File: config.mk
export PLATFORM = sky130hd
export DESIGN_NAME = wfifo_serial_loader
export DESIGN_NICKNAME = d
export VERILOG_FILES = /design/src/rtl/wfsl_pkg.sv /design/src/rtl/wfsl_word_fifo.sv /design/src/rtl/wfsl_bit_seq.sv /design/src/rtl/wfsl_fanout.sv /design/src/rtl/wfifo_serial_loader.sv
export SDC_FILE = /design/constraint.sdc
export NUM_CORES = 1
export LEC_CHECK = 0
export ABC_AREA = 1
export BUFFER_PORTS_ARGS = -buffer_cell sky130_fd_sc_hd__buf_2
export CORE_MARGIN = 4
export CORE_UTILIZATION = 35
export CTS_BUF_LIST = sky130_fd_sc_hd__clkbuf_4
export DETAILED_ROUTE_END_ITERATION = 8
export PLACE_DENSITY_LB_ADDON = 0.1
export SLEW_MARGIN = 40
export SYNTH_ARGS = -nofsm -noshare
export SYNTH_HDL_FRONTEND = slang
export SYNTH_SLANG_ARGS = --single-unit
File: constraint.sdc
create_clock -name clk -period 4.7 [get_ports clk]
set_input_delay 0.235 -clock clk [delete_from_list [all_inputs] [get_ports clk]]
set_output_delay 0.235 -clock clk [all_outputs]
set_load 0.01 [all_outputs]
File: src/rtl/wfsl_pkg.sv
package wfsl_pkg;
  typedef enum logic {
    ST_IDLE  = 1'b0,
    ST_SHIFT = 1'b1
  } seq_state_t;
endpackage

File: src/rtl/wfsl_word_fifo.sv
module wfsl_word_fifo #(
  parameter int WORD_W = 24,
  parameter int DEPTH  = 5
) (
  input  logic              clk,
  input  logic              rst,
  input  logic              wr_en,
  input  logic [WORD_W-1:0] wr_data,
  input  logic              pop,
  input  logic              flush,
  output logic [WORD_W-1:0] rd_word,
  output logic              empty,
  output logic              overflow
);
  localparam int PTR_W = (DEPTH > 1) ? $clog2(DEPTH) : 1;
  localparam int LVL_W = $clog2(DEPTH + 1);

  logic [WORD_W-1:0] mem [DEPTH];
  logic [PTR_W-1:0]  wr_ptr, rd_ptr;
  logic [LVL_W-1:0]  level;
  logic              is_full, do_push;

  function automatic logic [PTR_W-1:0] ptr_inc(input logic [PTR_W-1:0] p);
    return (p == PTR_W'(DEPTH - 1)) ? '0 : p + PTR_W'(1);
  endfunction

  assign is_full = (level == LVL_W'(DEPTH));
  // A slot freed by a flush or a retire this cycle may be refilled at once.
  assign do_push = wr_en && (flush || !is_full || pop);

  // Storage without reset so it maps onto RAM.
  always_ff @(posedge clk) begin
    if (do_push) mem[wr_ptr] <= wr_data;
  end

  always_ff @(posedge clk) begin
    if (rst) begin
      wr_ptr   <= '0;
      rd_ptr   <= '0;
      level    <= '0;
      overflow <= 1'b0;
    end else begin
      if (wr_en && !do_push) overflow <= 1'b1;
      if (do_push) wr_ptr <= ptr_inc(wr_ptr);
      if (flush) begin
        rd_ptr <= wr_ptr;
        level  <= do_push ? LVL_W'(1) : '0;
      end else begin
        if (pop) rd_ptr <= ptr_inc(rd_ptr);
        case ({do_push, pop})
          2'b10:   level <= level + LVL_W'(1);
          2'b01:   level <= level - LVL_W'(1);
          default: level <= level;
        endcase
      end
    end
  end

  assign rd_word = mem[rd_ptr];
  assign empty   = (level == '0);

  // the occupancy never exceeds the configured depth
  a_r2_level_bound: assert property (@(posedge clk) disable iff (rst)
    level <= LVL_W'(DEPTH));

  // the sequencer retires a word only when one is buffered
  a_r3_pop_needs_word: assert property (@(posedge clk) disable iff (rst)
    pop |-> !empty);

  // once set, overflow stays set until reset
  a_r8_overflow_sticky: assert property (@(posedge clk) disable iff (rst)
    (!$past(rst) && $past(overflow)) |-> overflow);
endmodule

File: src/rtl/wfsl_bit_seq.sv
module wfsl_bit_seq
  import wfsl_pkg::*;
#(
  parameter int WORD_W  = 24,
  parameter int CNT_W   = 8,
  parameter int NUM_TGT = 3
) (
  input  logic               clk,
  input  logic               rst,
  input  logic               start,
  input  logic [CNT_W-1:0]   bit_count,
  input  logic [NUM_TGT-1:0] tgt_mask,
  input  logic [WORD_W-1:0]  rd_word,
  input  logic               empty,
  output logic               pop,
  output logic               flush,
  output logic               emit,
  output logic               emit_bit,
  output logic               last,
  output logic [NUM_TGT-1:0] mask_q,
  output logic               busy,
  output logic               underflow
);
  localparam int IDX_W = $clog2(WORD_W);

  seq_state_t       state_q;
  logic [CNT_W-1:0] remain_q;
  logic [IDX_W-1:0] idx_q;
  logic             at_top;

  assign emit     = (state_q == ST_SHIFT);
  assign at_top   = (idx_q == IDX_W'(WORD_W - 1));
  assign emit_bit = emit && !empty && rd_word[idx_q];
  assign last     = emit && (remain_q == CNT_W'(1));
  assign pop      = emit && !empty && at_top;
  assign flush    = last;
  assign busy     = emit;

  always_ff @(posedge clk) begin
    if (rst) begin
      state_q   <= ST_IDLE;
      remain_q  <= '0;
      idx_q     <= '0;
      mask_q    <= '0;
      underflow <= 1'b0;
    end else begin
      case (state_q)
        ST_IDLE: begin
          if (start && (bit_count != '0)) begin
            state_q   <= ST_SHIFT;
            remain_q  <= bit_count;
            mask_q    <= tgt_mask;
            idx_q     <= '0;
            underflow <= 1'b0;
          end
        end
        default: begin
          remain_q <= remain_q - CNT_W'(1);
          if (empty) underflow <= 1'b1;
          else       idx_q <= at_top ? '0 : idx_q + IDX_W'(1);
          if (last) begin
            state_q <= ST_IDLE;
            idx_q   <= '0;
          end
        end
      endcase
    end
  end

  // a bit taken from an empty buffer raises underflow
  a_r10_empty_flags_underflow: assert property (@(posedge clk) disable iff (rst)
    (emit && empty) |=> underflow);
endmodule

File: src/rtl/wfsl_fanout.sv
module wfsl_fanout #(
  parameter int NUM_TGT = 3
) (
  input  logic               clk,
  input  logic               rst,
  input  logic               emit,
  input  logic               emit_bit,
  input  logic               last,
  input  logic [NUM_TGT-1:0] mask_q,
  output logic               ser_bit,
  output logic [NUM_TGT-1:0] tgt_strobe,
  output logic               done
);
  for (genvar g = 0; g < NUM_TGT; g++) begin : g_tgt
    always_ff @(posedge clk) begin
      if (rst) tgt_strobe[g] <= 1'b0;
      else     tgt_strobe[g] <= emit && mask_q[g];
    end
  end

  always_ff @(posedge clk) begin
    if (rst) begin
      ser_bit <= 1'b0;
      done    <= 1'b0;
    end else begin
      ser_bit <= emit && emit_bit;
      done    <= last;
    end
  end

  // done never lasts more than one cycle
  a_r5_done_single: assert property (@(posedge clk) disable iff (rst)
    done |=> !done);
endmodule

File: src/rtl/wfifo_serial_loader.sv
module wfifo_serial_loader #(
  parameter int WORD_W  = 24,
  parameter int DEPTH   = 5,
  parameter int CNT_W   = 8,
  parameter int NUM_TGT = 3
) (
  input  logic               clk,
  input  logic               rst,
  input  logic               wr_en,
  input  logic [WORD_W-1:0]  wr_data,
  input  logic               start,
  input  logic [CNT_W-1:0]   bit_count,
  input  logic [NUM_TGT-1:0] tgt_mask,
  output logic               ser_bit,
  output logic [NUM_TGT-1:0] tgt_strobe,
  output logic               done,
  output logic               busy,
  output logic               overflow,
  output logic               underflow
);
  logic [WORD_W-1:0]  rd_word;
  logic               empty, pop, flush, emit, emit_bit, last;
  logic [NUM_TGT-1:0] mask_q;

  wfsl_word_fifo #(.WORD_W(WORD_W), .DEPTH(DEPTH)) u_store (
    .clk(clk), .rst(rst), .wr_en(wr_en), .wr_data(wr_data),
    .pop(pop), .flush(flush), .rd_word(rd_word), .empty(empty),
    .overflow(overflow)
  );

  wfsl_bit_seq #(.WORD_W(WORD_W), .CNT_W(CNT_W), .NUM_TGT(NUM_TGT)) u_seq (
    .clk(clk), .rst(rst), .start(start), .bit_count(bit_count),
    .tgt_mask(tgt_mask), .rd_word(rd_word), .empty(empty), .pop(pop),
    .flush(flush), .emit(emit), .emit_bit(emit_bit), .last(last),
    .mask_q(mask_q), .busy(busy), .underflow(underflow)
  );

  wfsl_fanout #(.NUM_TGT(NUM_TGT)) u_out (
    .clk(clk), .rst(rst), .emit(emit), .emit_bit(emit_bit), .last(last),
    .mask_q(mask_q), .ser_bit(ser_bit), .tgt_strobe(tgt_strobe), .done(done)
  );

  // a run only ends together with its done pulse
  a_r5_busy_ends_with_done: assert property (@(posedge clk) disable iff (rst)
    ($fell(busy) && !$past(rst)) |-> done);
endmodule

=== After elaboration in Yosys (flattened, before gate mapping) ===
Memory sizes are Yosys's and may differ from the RTL's. A register that Yosys moved wholly into a read port is not among the register bits.
Cells that the tools add are included.

* Flip-flop bits (word level): 33
* RAM bits: 120
* Input port bits: 39
* Output and inout bits: 8
* Word-level logic and storage cells: 82
* Memories kept: 1

* $add $sub $neg: 6
* Order comparisons: 1
* Eq/ne operators: 9
* Mux-type cells: 26
* Bitwise operators: 1
* Reduce and logical (&&, ||, !) cells: 24

{| class="wikitable"
|+ Memories
! name !! depth !! width !! read ports !! clocked after memory_dff !! wr ports !! line !! RTL
|-
| u_store.mem || 5 || 24 || 1 || 1 || 1 || wfsl_word_fifo.sv:18 || <nowiki>logic [WORD_W-1:0] mem [DEPTH];</nowiki>
|}

{| class="wikitable"
|+ Operators with widths
! operator !! number
|-
| $mux W5 || 5
|-
| $mux W3 || 7
|-
| $mux W8 || 2
|-
| $logic_and A1 B1 Y1 || 11
|-
| $mux W1 || 10
|-
| $add A3 B1 Y3 const B || 3
|-
| $eq A3 B3 Y1 const B || 3
|-
| $eq A8 B1 Y1 const B || 1
|-
| $reduce_bool A8 Y1 || 1
|-
| $sub A8 B1 Y8 const B || 1
|-
| $lt A5 B6 Y1 const B || 1
|-
| $pmux W3 S2 || 1
|-
| $reduce_and A2 Y1 || 3
|-
| $add A5 B1 Y5 const B || 1
|-
| $bmux W1 S5 || 1
|-
| $eq A5 B5 Y1 const B || 1
|-
| $reduce_bool A2 Y1 || 2
|-
| $logic_not A1 Y1 || 3
|-
| $logic_not A3 Y1 || 1
|-
| $ne A3 B2 Y1 const B || 1
|-
| $reduce_bool A3 Y1 || 1
|-
| $sub A3 B1 Y3 const B || 1
|-
| $eq A2 B1 Y1 const B || 1
|-
| $eq A2 B2 Y1 const B || 1
|-
| 3 further kinds || 4
|}

=== Logic depth before layout (Yosys ltp) ===
Gate-level depths: netlist of the first run.

* Depth after elaboration: 9
* Gate-level depth with buffers: 17

=== Modules after synthesis ===
From an unflattened synthesis of the first run, not the netlist that was laid out.

* Cells, all modules: 676
* Area total of the unflattened synthesis: 6791.5 um^2

{| class="wikitable"
|+ By module, submodules not included
! module !! instances !! cells each !! area an instance (um^2) !! sequential area each (um^2)
|-
| wfsl_word_fifo || 1 || 430 || 5281.3 || 3863.7
|-
| wfsl_bit_seq || 1 || 231 || 1372.6 || 360.3
|-
| wfsl_fanout || 1 || 15 || 137.6 || 100.1
|}

=== Worst setup path before layout of the first run ===
Ideal clock, no wire load.

* Kind: reg2reg
* Start: register u_seq.idx_q[1]
* End: memory u_store.mem[0][0], enable pin
* Arrival time: 2.988 ns
* Required time: 4.265 ns
* Slack: 1.277 ns
* Cell stages (with the launch flop): 12
* Buffers on the path: 0
* Period minus slack after synthesis: 3.423 ns
* Cells stage by stage: dfxtp_1 -> ha_1 -> nand2_1 -> nor2_1 -> inv_2 -> nor2_4 -> inv_2 -> nand2_2 -> inv_2 -> nand2_2 -> nand2_4 -> nor3_1

* Longest elaborated chain between the ends: 6

{| class="wikitable"
|+ Ends and longest elaborated chain
! what !! line !! RTL
|-
| from (decl) || wfsl_bit_seq.sv:28 || <nowiki>logic [IDX_W-1:0] idx_q;</nowiki>
|-
| from (signal assigned) || wfsl_bit_seq.sv:60 || <nowiki>else idx_q <= at_top ? '0 : idx_q + IDX_W'(1);</nowiki>
|-
| $eq A5 B5 Y1 || wfsl_bit_seq.sv:32 || <nowiki>assign at_top = (idx_q == IDX_W'(WORD_W - 1));</nowiki>
|-
| $logic_and A1 B1 Y1 || wfsl_bit_seq.sv:35 || <nowiki>assign pop = emit && !empty && at_top;</nowiki>
|-
| $logic_or A1 B1 Y1 || wfsl_word_fifo.sv:29 || <nowiki>assign do_push = wr_en && (flush || !is_full || pop);</nowiki>
|-
| $logic_and A1 B1 Y1 || wfsl_word_fifo.sv:29 ||
|-
| $mux W1 || wfsl_word_fifo.sv:33 || <nowiki>if (do_push) mem[wr_ptr] <= wr_data;</nowiki>
|-
| $mux W1 (implied by the code) || wfsl_word_fifo.sv:33 ||
|-
| to (decl) || wfsl_word_fifo.sv:18 ||
|}

Every way passes these cells.

=== Final worst setup path of the first run ===
* Start: register u_seq.idx_q[0]
* End: register u_store.level[2]

* Longest elaborated chain between the ends: 7
* Elaborated cells on any way between the ends: 9
* Classes of those cells: eq/ne: 3; mux: 2; reduce/logical: 4

{| class="wikitable"
|+ Ends and longest elaborated chain
! what !! line !! RTL
|-
| $eq A5 B5 Y1 * || wfsl_bit_seq.sv:32 ||
|-
| $logic_and A1 B1 Y1 * || wfsl_bit_seq.sv:35 ||
|-
| $logic_or A1 B1 Y1 || wfsl_word_fifo.sv:29 ||
|-
| $logic_and A1 B1 Y1 || wfsl_word_fifo.sv:29 ||
|-
| $eq A2 B1 Y1 or $eq A2 B2 Y1 (tied branches) || wfsl_word_fifo.sv:50 || <nowiki>case ({do_push, pop})</nowiki>
|-
| $pmux W3 S2 || wfsl_word_fifo.sv:50 ||
|-
| $mux W3 || wfsl_word_fifo.sv:45 || <nowiki>if (flush) begin</nowiki>
|-
| to (signal assigned) || wfsl_word_fifo.sv:47 || <nowiki>level <= do_push ? LVL_W'(1) : '0;</nowiki>
|-
| to (signal assigned) || wfsl_word_fifo.sv:51 || <nowiki>2'b10: level <= level + LVL_W'(1);</nowiki>
|-
| to (signal assigned) || wfsl_word_fifo.sv:52 || <nowiki>2'b01: level <= level - LVL_W'(1);</nowiki>
|-
| to (decl) || wfsl_word_fifo.sv:20 || <nowiki>logic [LVL_W-1:0] level;</nowiki>
|}

Mark *: on every way between the ends. The rest lies on a longest branch, timed or not.
A chain may end at the register's enable or synchronous reset.

==> results of run 1 <==
[cells in the mapped netlist (all sizes together)]
library cell	n	area share
nand3	76	0.056
or2	4	0.0037
o211ai	4	0.0045
nor4	4	0.0046
a211oi	1	0.0011
clkinv	1	0.00056
clkbuf	3	0.0017
buf	21	0.022
o22ai	1	0.00093
inv	73	0.041
ha	8	0.015
nand2	213	0.12
o21ai	19	0.014
nor2	37	0.022
xor2	3	0.0039
a31oi	5	0.0046
o31ai	3	0.0033
nor3	8	0.0059
o221ai	4	0.0052
nor3b	1	0.0011
nand4	6	0.0056
dfxtp	36	0.11
fa	1	0.0030
a21oi	23	0.017
edfxtp	120	0.54
[critical path, delay by kind of cell (launching register included)]
family          cells  cell delay [ns]
fa+ha+maj           3             0.96
flops               1             0.84
simple gates        7             0.80
compound gates      2             0.24
buf+inv             3             0.19
xor+xnor            1             0.15
[sequential cells by signal, indices dropped and copies added, names as in the netlist, named ones only]
name / flops
u_out.done: 1
u_out.ser_bit: 1
u_out.tgt_strobe: 3
u_seq.busy: 1
u_seq.idx_q: 5
u_seq.mask_q: 3
u_seq.remain_q: 8
u_seq.underflow: 1
u_store.level: 3
u_store.mem: 120
u_store.overflow: 1
u_store.rd_ptr: 3
u_store.wr_ptr: 3
[timing repair]
action	4_1_cts	5_1_grt
buffers inserted	0	0
hold buffers	38	0
endpoints found under the hold margin	134	0
[layout make-up]
class	count	area, um^2
Antenna cell	1	2.502
Clock buffer	19	142.6
Clock inverter	13	116.4
Fill cell	1853	10970
Inverter	74	280.3
Multi-Input combinational cell	421	2003
Sequential cell	156	4324
Tap cell	260	325.3
Timing Repair Buffer	91	663.1
[logic make-up (layout without fill, tap and decap cells)]
kind of cell	after synthesis	after routing	share of synthesized area
adders and majority gates	9	9	0.01783
AOI/OAI and AO/OA	60	60	0.05090
xor gates and xnor gates	3	3	0.003902
DFF	156	156	0.6420
other	0	1	0
and+or+nand+nor	349	349	0.2205
buffers and inverters	98	197	0.06483
[through the flow]
step | std cells | setup slack (ns)
6_report | 1035 | 1.458
5_1_grt | 1035 | 1.183
4_1_cts | 1034 | 1.452
3_5_place_dp | 964 | 1.472
3_3_place_gp | 964 | 1.605
2_1_floorplan | 675 | 1.277
[routing by layer]
layer	up-vias	share of wire	GRT usage	wire length, um
li1	2436	-	-	-
met1	2325	0.46	0.2062	7245
met2	87	0.49	0.2537	7713
met3	11	0.048	0.03516	763
met4	0	0.0076	0.04139	121
met5	-	0	0	0
[final timing paths]
path              cells past startpoint  slack [ns]            start                  end
setup reg to reg                     16        1.46   u_seq.idx_q[0]     u_store.level[2]
hold / removal                        5        0.07     bit_count[7]    u_seq.remain_q[7]
setup / recovery                     16        1.46   u_seq.idx_q[0]     u_store.level[2]
hold reg to reg                       2        0.45  u_seq.mask_q[0]  u_out.tgt_strobe[0]
[where the power goes]
part | total [mW] | internal [mW] | switching [mW]
combinational | 0.282 | 0.107 | 0.176
sequential | 1.58 | 1.54 | 0.0351
clock | 0.763 | 0.277 | 0.487
total | 2.62 | 1.93 | 0.697
==> run_results.csv, run 1 <==
group,metric,value,unit
drt,first_iter_violations,233,
floorplanning,dieHeight,146.7,um
synthesis,synth_area,6735,um^2
power,total_leakage_power,3.164,nW
cts,cts-root-buf,"clkbuf_4",
sta,slew_violations,0,
drt,firstDrtPassIters,4,
sta,slew_headroom,0.4834,
sta,rsz0062_at_grt,"false",
drt,num_vias,4859,
floorplanning,num_rows,50,
cts,cts_resized,0,
layout,fin_util,0.4173,
cts,cts_tree,"yes",
synthesis,yosys.cell_types.count,34,
synthesis,avgSynthCellArea,9.978,um^2
floorplanning,dieWidth,146.7,um
grt,grt_usage,0.1541,
cts,clk_pin_slew,0.12,ns
sta,final-hold-violation-count,0,
synthesis,synth-seq-cells,156,
cts,htreeDepth,4,
floorplanning,initial_utilization,0.3577,
synthesis,ys_warn_count,0,
sta,finalSetupViolations,0,
grt,grt_pass1_wl,26070,um
sta,fin_setup_tns,0,ns
placed_design,placed_area,7216,um^2
worst_setup_path,cp_slowest_cell,"dfxtp_1",
drt,wirelength,15840,um
grt,gr-total-overflow,0,
grt,grt_pass1_vias,5022,
synthesis,synthCells,675,
worst_setup_path,crit_type,"register to register",
layout,mostFrequentLayoutCells,"210 x nand2_1, 120 x edfxtp_1, 76 x nand3_1",
layout,drive_above_1_share,0.1318,
grt,antenna_found_initial,1,
synthesis,syn_nets,723,
drt,wl_per_cell,15.31,um
placed_design,port_buffers,46,
sta,max_freq,308.5,MHz
worst_setup_path,cpPeakStageDelay,0.84,ns
worst_hold_path,min_path_type,"primary input to register",
sta,fin_crit_sh,0.6897,
worst_setup_path,crit_chain,"ha_1, nand2_1, nor2_1, inv_2, nor2_4, inv_2, nand2_2, inv_2, nand2_2, nand2_4, ha_1, fa_1, a21oi_1, o21ai_0, xor2_1, nor2_1",
cts,clkLatencyLatePin,0.55,ns
grt,grt_max_degree,50,
cts,cts_sinks,156,
drt,drc,0,
job,drv_cap,0,
worst_setup_path,critPathMaxFanout,19,
sta,hold_ws,0.06626,ns
run_status,status,"completed",
placed_design,post-dp-hpwl,9859,um
sta,layout_min_cycle_time,3.242,ns
floorplanning,num_io_pins,47,
cts,clockBufferDepth,2,
sta,max_slew.worst_pin.slew,0.7738,ns
worst_setup_path,required,5.19,ns
layout,final_area,7858,um^2
worst_setup_path,crit_path_end_kind,"register",
layout,area_growth,16.66,%
worst_setup_path,cp.arrival,3.73,ns
synthesis,ys_seq_area_frac,0.6420,
cts,cts_made_buffers,17,
layout,final_common_cell,"nand2_1",
floorplanning,fp.dieArea,21530,um^2
power,peakVddDrop,0.1531,mV
layout,fin_nets,809,
floorplanning,core,18830,um^2
sta,clock_skew,0.01517,ns
worst_setup_path,crit_path_start_kind,"register",
worst_setup_path,crit_path_frequent_cell,"inv_2",
power,powerDensity,333.9,nW/um^2
placed_design,place.gp.congestion,0.8646,
drt,viasPerCell,4.695,
drt,ant_nets,0,
power,power.total,2.623,mW
Note: power is estimated with default switching activity, not from simulation.
==> inputs of run 2 (changes only) <==
clock period = 3.2 ns   (was 4.7 ns; I/O delays follow)
==> run 2 against run 1 <==
Against the previous run:
- critical path depth unchanged
- clock-buffer cell count decreased by 1
- die area unchanged
- critical path type unchanged
- final cell count increased by 0.68%
- clock skew increased by 0.0037 ns
- clock power increased by 60%
- power increased by 51%
- highest routed layer unchanged
==> run_results.csv, run 2 (synthesis results as in run 1) <==
group,metric,value,unit
layout,largest-register,"u_store.mem",
power,power.share.clock,0.308,
sta,fin_crit_sh,0.9045,
worst_setup_path,cp.arrival,3.38,ns
layout,reg_top3,"u_store.mem x120, u_seq.remain_q x8, u_seq.idx_q x5",
placed_design,placed_area,7236,um^2
floorplanning,num_io_pins,47,
layout,fin_nets,817,
power,swShare,0.2521,
worst_setup_path,reg2reg_depth,16,
layout,final_area,7955,um^2
floorplanning,dieWidth,146.7,um
layout,largest_reg_flops,120,
layout,area_growth,18.11,%
floorplanning,dieHeight,146.7,um
drt,wl_per_cell,15.28,um
worst_setup_path,critPathMaxFanout,10,
worst_setup_path,r2r-end,"u_store.level[2]",
drt,num_vias,4874,
sta,fin_ws,0.3055,ns
layout,stdcell_count,1042,
cts,htreeDepth,4,
worst_setup_path,crit_path_start_kind,"register",
cts,cts_made_buffers,17,
sta,max_freq,345.5,MHz
floorplanning,fp.dieArea,21530,um^2
sta,rsz0062_at_grt,"false",
floorplanning,core,18830,um^2
sta,max_slew.worst_pin.slew,0.5839,ns
grt,grt_pass1_vias,5007,
power,power.share.combinational,0.110,
power,powerDensity,498.9,nW/um^2
sta,hold_ws,0.3747,ns
worst_hold_path,hold_end,"u_store.mem[2][8]",
power,p_switching,1.000,mW
cts,post_cts_buffers,0,
sta,slew_headroom,0.6107,
placed_design,place.gp.congestion,0.8214,
placed_design,post-dp-hpwl,10130,um
drt,first_iter_violations,260,
layout,final_common_cell,"nand2_1",
cts,cts_sinks,156,
power,power.total,3.969,mW
worst_setup_path,worstReg2RegStart,"u_seq.idx_q[1]",
cts,clk_pin_slew,0.13,ns
grt,grt_max_degree,50,
grt,antenna_found_initial,1,
run_status,status,"completed",
worst_setup_path,crit_type,"register to register",
power,total_leakage_power,3.216,nW
cts,cts_tree,"yes",
cts,cts-root-buf,"clkbuf_4",
grt,grt_pass1_wl,26030,um
sta,slew_violations,0,
layout,drive_above_1_share,0.1359,
sta,finalSetupViolations,0,
worst_hold_path,min_path_type,"primary input to register",
worst_setup_path,required,3.69,ns
power,p_int,2.969,mW
drt,ant_nets,0,
worst_hold_path,min-delay-start,"wr_data[8]",
worst_hold_path,min_path_cells,2,
sta,layout_min_cycle_time,2.894,ns
placed_design,dp_cells,967,
worst_setup_path,crit_path_end_kind,"register",
drt,viasPerCell,4.678,
sta,final-hold-violation-count,0,
placed_design,port_buffers,46,
sta,clock_skew,0.01887,ns
grt,grt_usage,0.1543,
cts,clockBufferDepth,2,
drt,drc,0,
job,drv_cap,0,
floorplanning,initial_utilization,0.3577,
grt,gr-total-overflow,0,
power,p_seq_frac,0.582,
worst_setup_path,reg2reg_slack,0.31,ns
layout,mostFrequentLayoutCells,"210 x nand2_1, 120 x edfxtp_1, 76 x nand3_1",
drt,wirelength,15920,um
placed_design,dp_slack,0.3640,ns
cts,clkLatencyLatePin,0.56,ns
drt,firstDrtPassIters,4,
power,peakVddDrop,0.2096,mV
floorplanning,num_rows,50,
[run 2: cell count changes in the layout (fill, tap and decap cells not counted), moves of 2 or more]
cell and delta:
bufinv_16 +2, clkinv_4 -2, inv_6 -3, clkinv_1 -3, clkinv_2 +4, dlygate4sd3_1 +5
buf_4 +3
[run 2: timing repair]
action,in CTS,in global routing
hold endpoints to repair,138,0
gates resized for setup,0,0
endpoints found under the setup margin,0,0
hold buffers,43,0
[run 2: final cells by class]
class	count	area, um^2
clock buffers	18	135.1
well taps	260	325.3
repair buffers	99	735.7
flip-flops and latches	156	4324
multi-input cells	421	2003
inverters	74	277.8
clock inverters	12	148.9
diodes	2	5.005
fillers	1859	10880
[run 2: per-stage QoR]
stage                       util  setup TNS (ns)
after detailed placement  0.3843               0
after CTS                 0.4222               0
after global routing      0.4225               0
after floorplan                -          -21.42
final                     0.4225               0
after global placement    0.3843               0
[run 2: routing by layer]
metal	track usage	vias up	wire length, um
li1	-	2449	-
met1	0.2031	2354	7622
met2	0.2563	56	7732
met3	0.02992	15	387
met4	0.05268	0	179
met5	0	-	0
[run 2: critical path, stage by stage, from the launching register on]
cell and delay, ns:
dfxtp_1 0.47, ha_1 0.24, nand2_1 0.08, nor2_1 0.19, inv_2 0.08, nor2_4 0.13, inv_2 0.05, nand2_2 0.09
inv_2 0.05, nand2_2 0.09, nand2_4 0.11, ha_1 0.26, fa_1 0.40, a21oi_1 0.16, o21ai_0 0.14, xor2_1 0.16
nor2_1 0.11
[run 2: power by group through the flow]
stage	Clock, mW	Sequential (mW)	Combinational [mW]
after global routing	1.35	2.32	0.497
after floorplan	0	2.35	0.253
final	1.22	2.31	0.437
after detailed placement	0	2.36	0.397
after CTS	1.28	2.31	0.444
after global placement	0	2.35	0.391
[run 2: how the worst max path moves through the flow]
stage | cells past startpoint | startpoint | to | slack, ns
2_1_floorplan | 11 | u_seq.idx_q[1] | u_store.mem[0][0] | -0.22
3_3_place_gp | 15 | u_seq.idx_q[1] | u_store.level[2] | 0.53
3_5_place_dp | 16 | u_seq.idx_q[1] | u_store.level[2] | 0.36
4_1_cts | 16 | u_seq.idx_q[1] | u_store.level[2] | 0.31
5_1_grt | 16 | u_seq.idx_q[1] | u_store.level[2] | 0.02
6_report | 16 | u_seq.idx_q[1] | u_store.level[2] | 0.31
